===== src/rtl/sqw_pkg.sv =====
package sqw_pkg;

  typedef enum logic [1:0] {
    SQW_SEL_1HZ   = 2'd0,
    SQW_SEL_512HZ = 2'd1,
    SQW_SEL_4KHZ  = 2'd2,
    SQW_SEL_DIV8  = 2'd3
  } sqw_sel_e;

  localparam int unsigned SQW_NUM_SRC = 4;

  // Magnitude of a two's-complement trim, with -128 folded onto -127.
  function automatic logic [6:0] trim_mag(input logic [7:0] t);
    logic [7:0] n;
    n = ~t + 8'd1;
    if (t == 8'h80) return 7'd127;
    if (t[7])       return n[6:0];
    return t[6:0];
  endfunction

  // Compensated-divider increment for one timebase tick.
  function automatic logic [1:0] trim_step(input logic corr, input logic neg);
    if (!corr) return 2'd1;
    if (neg)   return 2'd0;
    return 2'd2;
  endfunction

endpackage


===== src/rtl/sqw_timebase.sv =====
module sqw_timebase #(
  parameter int unsigned TB_DIV = 8
) (
  input  logic clk_i,
  input  logic rst_ni,
  output logic tick_o,
  output logic wave_4k_o,
  output logic wave_div8_o
);
  localparam int unsigned TB_W = (TB_DIV > 2) ? $clog2(TB_DIV) : 1;
  localparam int unsigned HALF = TB_DIV / 2;

  logic [TB_W-1:0] tb_cnt;
  logic [2:0]      d8_cnt;

  assign tick_o      = (tb_cnt == TB_W'(TB_DIV - 1));
  assign wave_4k_o   = (tb_cnt >= TB_W'(HALF));
  assign wave_div8_o = d8_cnt[2];

  always_ff @(posedge clk_i or negedge rst_ni) begin
    if (!rst_ni) begin
      tb_cnt <= '0;
      d8_cnt <= '0;
    end else begin
      tb_cnt <= tick_o ? '0 : tb_cnt + TB_W'(1);
      d8_cnt <= d8_cnt + 3'd1;
    end
  end
endmodule


===== src/rtl/sqw_trim_ctl.sv =====
module sqw_trim_ctl
  import sqw_pkg::*;
#(
  parameter int unsigned WINDOW = 1000000
) (
  input  logic       clk_i,
  input  logic       rst_ni,
  input  logic       tick_i,
  input  logic [7:0] trim_i,
  output logic [1:0] step_o
);
  localparam int unsigned ACC_W = $clog2(WINDOW + 128);

  logic [ACC_W-1:0] acc;
  logic [ACC_W-1:0] acc_sum;
  logic             corr;

  always_comb begin
    acc_sum = acc + ACC_W'(trim_mag(trim_i));
    corr    = tick_i && (acc_sum >= ACC_W'(WINDOW));
    step_o  = tick_i ? trim_step(corr, trim_i[7]) : 2'd0;
  end

  always_ff @(posedge clk_i or negedge rst_ni) begin
    if (!rst_ni)     acc <= '0;
    else if (tick_i) acc <= corr ? acc_sum - ACC_W'(WINDOW) : acc_sum;
  end
endmodule


===== src/rtl/sqw_comp_div.sv =====
module sqw_comp_div #(
  parameter int unsigned HI_LOG2 = 12,
  parameter int unsigned LO_LOG2 = 3
) (
  input  logic       clk_i,
  input  logic       rst_ni,
  input  logic [1:0] step_i,
  output logic       wave_1hz_o,
  output logic       wave_512_o
);
  logic [HI_LOG2-1:0] cnt;

  assign wave_1hz_o = cnt[HI_LOG2-1];
  assign wave_512_o = cnt[LO_LOG2-1];

  always_ff @(posedge clk_i or negedge rst_ni) begin
    if (!rst_ni) cnt <= '0;
    else         cnt <= cnt + HI_LOG2'(step_i);
  end
endmodule


===== src/rtl/sqw_out_gate.sv =====
module sqw_out_gate
  import sqw_pkg::*;
(
  input  logic                   clk_i,
  input  logic                   rst_ni,
  input  logic                   en_i,
  input  logic [1:0]             sel_i,
  input  logic [SQW_NUM_SRC-1:0] waves_i,
  output logic                   sq_o,
  output logic [1:0]             act_sel_o,
  output logic                   armed_o
);
  logic src;
  assign src = waves_i[act_sel_o];

  always_ff @(posedge clk_i or negedge rst_ni) begin
    if (!rst_ni) begin
      sq_o      <= 1'b0;
      act_sel_o <= 2'd0;
      armed_o   <= 1'b0;
    end else if (!en_i) begin
      sq_o      <= 1'b0;
      armed_o   <= 1'b0;
      act_sel_o <= sel_i;
    end else if (sq_o) begin
      if (!src) begin
        sq_o <= 1'b0;
        if (sel_i != act_sel_o) begin
          act_sel_o <= sel_i;
          armed_o   <= 1'b0;
        end
      end
    end else if (sel_i != act_sel_o) begin
      act_sel_o <= sel_i;
      armed_o   <= 1'b0;
    end else if (!armed_o) begin
      armed_o <= !src;
    end else begin
      sq_o <= src;
    end
  end
endmodule


===== src/rtl/sqw_trim_gen.sv =====
module sqw_trim_gen
  import sqw_pkg::*;
#(
  parameter int unsigned TB_DIV  = 8,
  parameter int unsigned WINDOW  = 1000000,
  parameter int unsigned HI_LOG2 = 12,
  parameter int unsigned LO_LOG2 = 3
) (
  input  logic       clk_i,
  input  logic       rst_ni,
  input  logic       en_i,
  input  logic [1:0] sel_i,
  input  logic [7:0] trim_i,
  output logic       sq_o
);
  logic                   tick_w;
  logic [1:0]             step_w;
  logic [1:0]             act_sel_w;
  logic                   armed_w;
  logic                   w_4k, w_div8, w_1hz, w_512;
  logic [SQW_NUM_SRC-1:0] waves_w;

  sqw_timebase #(.TB_DIV(TB_DIV)) u_tb (
    .clk_i(clk_i), .rst_ni(rst_ni), .tick_o(tick_w),
    .wave_4k_o(w_4k), .wave_div8_o(w_div8)
  );

  sqw_trim_ctl #(.WINDOW(WINDOW)) u_trim (
    .clk_i(clk_i), .rst_ni(rst_ni), .tick_i(tick_w),
    .trim_i(trim_i), .step_o(step_w)
  );

  sqw_comp_div #(.HI_LOG2(HI_LOG2), .LO_LOG2(LO_LOG2)) u_div (
    .clk_i(clk_i), .rst_ni(rst_ni), .step_i(step_w),
    .wave_1hz_o(w_1hz), .wave_512_o(w_512)
  );

  always_comb begin
    waves_w                = '0;
    waves_w[SQW_SEL_1HZ]   = w_1hz;
    waves_w[SQW_SEL_512HZ] = w_512;
    waves_w[SQW_SEL_4KHZ]  = w_4k;
    waves_w[SQW_SEL_DIV8]  = w_div8;
  end

  sqw_out_gate u_gate (
    .clk_i(clk_i), .rst_ni(rst_ni), .en_i(en_i), .sel_i(sel_i),
    .waves_i(waves_w), .sq_o(sq_o), .act_sel_o(act_sel_w), .armed_o(armed_w)
  );
endmodule


===== config.mk =====
export PLATFORM = sky130hd
export DESIGN_NAME = sqw_trim_gen
export DESIGN_NICKNAME = d
export VERILOG_FILES = /design/src/rtl/sqw_pkg.sv /design/src/rtl/sqw_timebase.sv /design/src/rtl/sqw_trim_ctl.sv /design/src/rtl/sqw_comp_div.sv /design/src/rtl/sqw_out_gate.sv /design/src/rtl/sqw_trim_gen.sv
export SDC_FILE = /design/constraint.sdc
export NUM_CORES = 1
export LEC_CHECK = 0
export ABC_AREA = 1
export ABC_CLOCK_PERIOD_IN_PS = 6750
export BUFFER_PORTS_ARGS = -buffer_cell sky130_fd_sc_hd__buf_2
export CORE_UTILIZATION = 40
export CTS_BUF_LIST = sky130_fd_sc_hd__clkbuf_8
export DETAILED_ROUTE_END_ITERATION = 8
export GPL_ROUTABILITY_DRIVEN = 0
export PLACE_DENSITY = 0.61
export RECOVER_POWER = 50
export SYNTH_ARGS = -nofsm -noshare
export SYNTH_HDL_FRONTEND = slang
export SYNTH_SLANG_ARGS = --single-unit

===== constraint.sdc =====
create_clock -name clk_i -period 6.75 [get_ports clk_i]
set_input_delay 1.35 -clock clk_i [delete_from_list [all_inputs] [get_ports clk_i]]
set_output_delay 1.35 -clock clk_i [all_outputs]
set_load 0.02 [all_outputs]

==> flow_summary_export.csv, run 1 <==
group,metric,value,unit
sta,setup_viol,0,
cells_and_area,n_fill_cell,777,
setup_path,path_max_fanout,12,
grt,grt_pass1_vias,2722,
setup_path,critPathCapture,"u_div.cnt[10]",
grt,overflow,0,
synth,synth_top_area_share,33.6,%
floorplan,boundaryPins,14,
pwr,p_leak,1.84,nW
sta,finalCritPeriodShare,89.0,%
sta,min_period,6010,ps
clock_tree,postCtsResizedCells,0,
min_path,hold_class,"reg -> reg",
synth,synth_seq_area_share,33.6,%
floorplan,coreArea,7410,um2
detailed_routing,drc,0,
setup_path,cp-end-kind,"flop",
cells_and_area,areaGrowthSynthToFinish,8.37,%
setup_path,path_delay_family,"simple AND/OR/NAND/NOR gates",
detailed_routing,drt_pass1_iterations,4,
status,violations,"max-capacitance violations, max-slew violations",
setup_path,start_kind,"primary input",
setup_path,cp_slowest_cell,"fa_1",
setup_path,cp-startpoint,"trim_i[0]",
grt,grt_first_pass_wirelength,12.6,mm
cells_and_area,drive_above_1_share,8.35,%
floorplan,die_h,90.4,um
pwr,irDropWorstVdd,0.000122,V
detailed_routing,drt_wl_total,7.05,mm
pwr,p_total,0.00116,W
sta,tns,0,ps
synth,async_reset_ff_share,100,%
clock_tree,worstSkewPairLatency,300,ps
synth,ys_warn_count,0,
place,port_buffers,13,
floorplan,start_util,42.2,%
clock_tree,ctsHoldBuffers,0,
clock_tree,clock-sinks,42,
setup_path,cp.depth,30,
detailed_routing,vias_per_cell,4.97,
synth,ys_ff_latch,42,
clock_tree,numCtsBuffers,5,
setup_path,crit_type,"in -> reg",
sta,rsz0062_at_grt,"no",
cells_and_area,diodes,0,
sta,timing.fmax,167,MHz
detailed_routing,vias,2811,
sta,worstMarginPinSlew,2350,ps
status,outcome,"complete, but fails checks",
detailed_routing,drtAntennaViolNets,0,
setup_path,r2r-end,"u_div.cnt[10]",
detailed_routing,initialDrtViolationCount,204,
synth,synth_area,3130,um2
setup_path,arrival,6200,ps
floorplan,dieWidth,90.4,um
place,dpl.hpwl,5.42,mm
setup_path,worstPathRequired,6940,ps
sta,finalHoldViolations,0,
sta,finClkSkew,7.31,ps
synth,synthCells,451,
grt,grt_max_degree,43,
setup_path,cp_common_cell,"nand3_1",
cells_and_area,final_cell_mix,"156 x nand2_1, 63 x inv_1, 50 x nand3_1",
clock_tree,cts_buffer_depth,2,
grt,antenna_found_initial,0,
sta,drv_slew,43,
setup_path,r2r_start,"u_trim.acc[2]",
pwr,power_density,344,nW/um2
sta,max_slew_margin,-57.0,%
clock_tree,root_buffer,"clkbuf_8",
synth,yosysUniqueCellTypes,32,
setup_path,cp_num_buf_inv,6,
clock_tree,tritoncts,"done",
floorplan,design.die.area,8170,um2
clock_tree,cts_setup_buffers,0,
setup_path,reg2reg_depth,23,
synth,netlist.top_cell.by_area,"dfrtp_1",
synth,synth_area_leaders,"dfrtp_1 34%, nand2_1 19%, nand3_1 8.0%",
cells_and_area,ff_latch_area,1050,um2
synth,synth_flop_cell,"dfrtp_1",
job,cap_violations,1,
setup_path,rrSetupSlack,2380,ps
cells_and_area,final_net_count,496,
cells_and_area,final_common_cell,"nand2_1",
grt,grt_usage,19.1,%
setup_path,slowest_delay,390,ps
clock_tree,clkTransAtPathRegs,90,ps
synth,syn_nets,481,
synth,synth_edf_count,0,
clock_tree,htree_levels,2,
sta,whs,435,ps
cells_and_area,multi_input_area,1790,um2
detailed_routing,wl_per_cell,12.5,um
floorplan,placement_rows,31,
synth,avgSynthCellArea,6.93,um2
==> worst reg2reg max path, delay by kind of cell, from the launching register on <==
family                   cells  cell delay, ps
AND/OR/NAND/NOR             14            1980
adder cells (fa/ha/maj)      4            1150
XOR/XNOR                     2             510
flip-flops                   1             410
buffers and inverters        3             220
==> synth_stat cells (4+ instances only) <==
master and instances:
nand2_1 156, inv_1 63, nand3_1 50, dfrtp_1 42, nor2_1 23, xor2_1 20, ha_1 15, nand4_1 14
o21ai_0 10, nor3_1 7, xnor2_1 7, a21oi_1 6, nand2_2 4, nand3_2 4
==> registers in the layout, summed over array words and instances, names as in the netlist <==
signal,count
u_trim.acc,20
u_div.cnt,12
u_tb.d8_cnt,3
u_tb.tb_cnt,3
u_gate.act_sel_o,2
u_gate.armed_o,1
u_gate.sq_o,1
==> report_power, final <==
group | switching [W] | total [W] | internal (W)
Clock | 0.000106 | 0.000183 | 0.0000776
Combinational | 0.000412 | 0.000616 | 0.000204
Sequential | 0.0000602 | 0.000364 | 0.000304
Total | 0.000578 | 0.00116 | 0.000586
==> layer usage <==
metal	up-vias	routed length, um	track usage (%)
li1	1461	-	-
met1	1312	3540	26.3
met2	32	3270	30.6
met3	6	157	2.78
met4	0	91	6.18
met5	-	0	0
==> through the flow <==
step / cells / setup WS, ps / util, % / instance area, um2
6_report: 566 / 744 / 45.7 / 3390
4_1_cts: 566 / 733 / 45.8 / 3390
2_1_floorplan: 451 / 1400 / - / 3130
3_5_place_dp: 558 / 410 / 44.4 / 3290
3_3_place_gp: 558 / 645 / 44.4 / 3290
5_1_grt: 566 / 105 / 45.7 / 3390
==> final cells by class <==
class	instances	area share (%)
Clock buffer	5	2.03
Inverter	65	7.20
Timing Repair Buffer	15	2.29
Clock inverter	3	0.850
Multi-Input combinational cell	337	52.9
Sequential cell	42	31.0
Tap cell	99	3.66
==> worst min-delay path by stage <==
stage,startpoint,endpoint,cells after the start
2_1_floorplan,u_tb.d8_cnt[0],u_tb.d8_cnt[0],1
3_3_place_gp,u_tb.d8_cnt[0],u_tb.d8_cnt[0],1
3_5_place_dp,u_tb.tb_cnt[0],u_tb.tb_cnt[0],1
4_1_cts,u_tb.tb_cnt[0],u_tb.tb_cnt[0],1
5_1_grt,u_tb.tb_cnt[0],u_tb.tb_cnt[0],1
6_report,u_tb.tb_cnt[0],u_tb.tb_cnt[0],1
==> kinds of logic (layout without fill, tap and decap cells) <==
| kind of cell | Yosys count | in the layout | synth area share, % |
|---|---|---|---|
| compound gates | 25 | 25 | 4.64 |
| fa+ha+maj | 17 | 17 | 7.29 |
| flops | 42 | 42 | 33.6 |
| simple gates | 268 | 268 | 37.9 |
| xor+xnor | 27 | 27 | 7.57 |
| buf+inv | 72 | 88 | 9.01 |
(Power assumes the default switching activity.)
==> inputs of run 2 (changes only) <==
--- a/config.mk
+++ b/config.mk
@@ -8,11 +8,11 @@
 export ABC_AREA = 1
 export ABC_CLOCK_PERIOD_IN_PS = 6750
 export BUFFER_PORTS_ARGS = -buffer_cell sky130_fd_sc_hd__buf_2
-export CORE_UTILIZATION = 40
+export CORE_UTILIZATION = 55
 export CTS_BUF_LIST = sky130_fd_sc_hd__clkbuf_8
 export DETAILED_ROUTE_END_ITERATION = 8
 export GPL_ROUTABILITY_DRIVEN = 0
-export PLACE_DENSITY = 0.61
+export PLACE_DENSITY = 0.81
 export RECOVER_POWER = 50
 export SYNTH_ARGS = -nofsm -noshare
 export SYNTH_HDL_FRONTEND = slang
==> constraint.sdc (replaced) <==
create_clock -name clk_i -period 6.75 [get_ports clk_i]
set_input_delay 0.675 -clock clk_i [delete_from_list [all_inputs] [get_ports clk_i]]
set_output_delay 0.675 -clock clk_i [all_outputs]
set_load 0.02 [all_outputs]
==> flow_summary_export.csv, run 2 (synthesized netlist as in run 1, its figures left out) <==
group,metric,value,unit
detailed_routing,initialDrtViolationCount,165,
floorplan,coreArea,5510,um2
cells_and_area,final_cell_mix,"156 x nand2_1, 63 x inv_1, 50 x nand3_1",
setup_path,cp-startpoint,"trim_i[0]",
grt,antenna_found_initial,0,
sta,worstMarginPinSlew,2250,ps
place,port_buffers,13,
setup_path,critPathCapture,"u_div.cnt[10]",
sta,finClkSkew,8.06,ps
clock_tree,postCtsResizedCells,0,
clock_tree,numCtsBuffers,5,
setup_path,arrival,5620,ps
detailed_routing,drt_wl_total,6.74,mm
sta,whs,440,ps
floorplan,start_util,56.8,%
pwr,pwr-share-comb,54.2,%
clock_tree,root_buffer,"clkbuf_8",
pwr,irDropWorstVdd,0.000161,V
grt,grt_usage,24.8,%
pwr,p_leak,1.82,nW
min_path,hold_class,"reg -> reg",
sta,max_slew_margin,-50.3,%
clock_tree,worstSkewPairLatency,300,ps
setup_path,cp_slowest_cell,"fa_1",
cells_and_area,largest_reg_flops,20,
clock_tree,clock-sinks,42,
setup_path,rrSetupSlack,2360,ps
detailed_routing,drtAntennaViolNets,0,
cells_and_area,diodes,0,
setup_path,crit_type,"in -> reg",
floorplan,design.die.area,5990,um2
floorplan,dieWidth,77.4,um
job,cap_violations,1,
pwr,p_clk_share,14.1,%
grt,overflow,0,
detailed_routing,vias_per_cell,5.33,
place,dp_slack,1190,ps
detailed_routing,vias,2870,
clock_tree,htree_levels,2,
floorplan,placement_rows,27,
sta,drv_slew,43,
sta,tns,0,ps
setup_path,worstPathRequired,6930,ps
clock_tree,cts_setup_buffers,0,
floorplan,die_h,77.4,um
detailed_routing,wl_per_cell,12.5,um
clock_tree,tritoncts,"done",
cells_and_area,final_net_count,495,
clock_tree,ctsHoldBuffers,0,
sta,timing.fmax,184,MHz
cells_and_area,drive_above_1_share,8.15,%
sta,rsz0062_at_grt,"no",
cells_and_area,areaGrowthSynthToFinish,6.73,%
grt,grt_first_pass_wirelength,11.9,mm
cells_and_area,top_regs,"u_trim.acc x20, u_div.cnt x12",
status,violations,"max-capacitance violations, max-slew violations",
clock_tree,clkTransAtPathRegs,80,ps
place,dpl.hpwl,5.18,mm
pwr,swShare,49.2,%
clock_tree,cts_buffer_depth,2,
cells_and_area,top_register,"u_trim.acc",
setup_path,r2r-end,"u_div.cnt[10]",
pwr,power_density,344,nW/um2
setup_path,r2r_start,"u_trim.acc[0]",
sta,finalHoldViolations,0,
sta,setup_viol,0,
pwr,sequentialPowerShare,31.7,%
sta,finalCritPeriodShare,80.6,%
setup_path,reg2reg_depth,24,
place,dp.cells,530,
setup_path,path_max_fanout,12,
sta,min_period,5440,ps
cells_and_area,final_cells,538,
status,outcome,"complete, but fails checks",
pwr,intPower,0.000583,W
setup_path,start_kind,"primary input",
floorplan,boundaryPins,14,
setup_path,cp_common_cell,"nand3_1",
pwr,p_sw,0.000565,W
place,place_area,3250,um2
cells_and_area,stdcell_area,3340,um2
setup_path,slowest_delay,390,ps
detailed_routing,drc,0,
detailed_routing,drt_pass1_iterations,4,
cells_and_area,final_common_cell,"nand2_1",
setup_path,cp-end-kind,"flop",
grt,grt_pass1_vias,2781,
grt,grt_max_degree,43,
sta,fin_ws,1310,ps
[run 2: worst min path at each step]
stage / from / endpoint / slack, ps / cells after the start
final: u_tb.d8_cnt[0] / u_tb.d8_cnt[0] / 440 / 1
after global routing: u_tb.tb_cnt[0] / u_tb.tb_cnt[0] / 460 / 1
after CTS: u_tb.d8_cnt[0] / u_tb.d8_cnt[0] / 440 / 1
after detailed placement: u_tb.d8_cnt[0] / u_tb.d8_cnt[0] / 430 / 1
after global placement: u_tb.d8_cnt[0] / u_tb.d8_cnt[0] / 410 / 1
after floorplan: rst_ni / u_div.cnt[0] / 380 / 0
[run 2: area by class of cell]
cell class | count | area (um2)
Clock buffer | 5 | 68.8
Fill cell | 495 | 2170
Multi-Input combinational cell | 337 | 1790
Inverter | 65 | 244
Clock inverter | 3 | 21.3
Tap cell | 72 | 90.1
Timing Repair Buffer | 14 | 67.6
Sequential cell | 42 | 1050
[run 2: power groups by stage]
| stage | logic (W) | clock network (W) | registers, W |
|---|---|---|---|
| floorplan | 0.000486 | 0 | 0.000348 |
| global placement | 0.000589 | 0 | 0.000365 |
| detailed placement | 0.000600 | 0 | 0.000366 |
| CTS | 0.000613 | 0.000168 | 0.000361 |
| global route | 0.000700 | 0.000177 | 0.000370 |
| finish | 0.000622 | 0.000162 | 0.000364 |
[run 2: per-stage QoR]
step	utilization [%]	power (W)
2_1_floorplan	-	0.000834
3_3_place_gp	59.0	0.000954
3_5_place_dp	59.0	0.000967
4_1_cts	60.7	0.00114
5_1_grt	60.6	0.00125
6_report	60.6	0.00115
[run 2: metal layers]
metal | track usage [%] | up-vias | share of wire, %
met1 | 31.9 | 1338 | 46
met5 | 0 | - | 0
met3 | 4.24 | 13 | 4.7
met4 | 9.62 | 0 | 1.9
li1 | - | 1462 | -
met2 | 41.6 | 57 | 48
[run 2: worst max-delay path, delay by kind of cell]
kind            cells  cell delay, ps
compound gates      1             230
xor+xnor            2             510
fa+ha+maj           5            1240
buf+inv             6             510
simple gates       16            2440
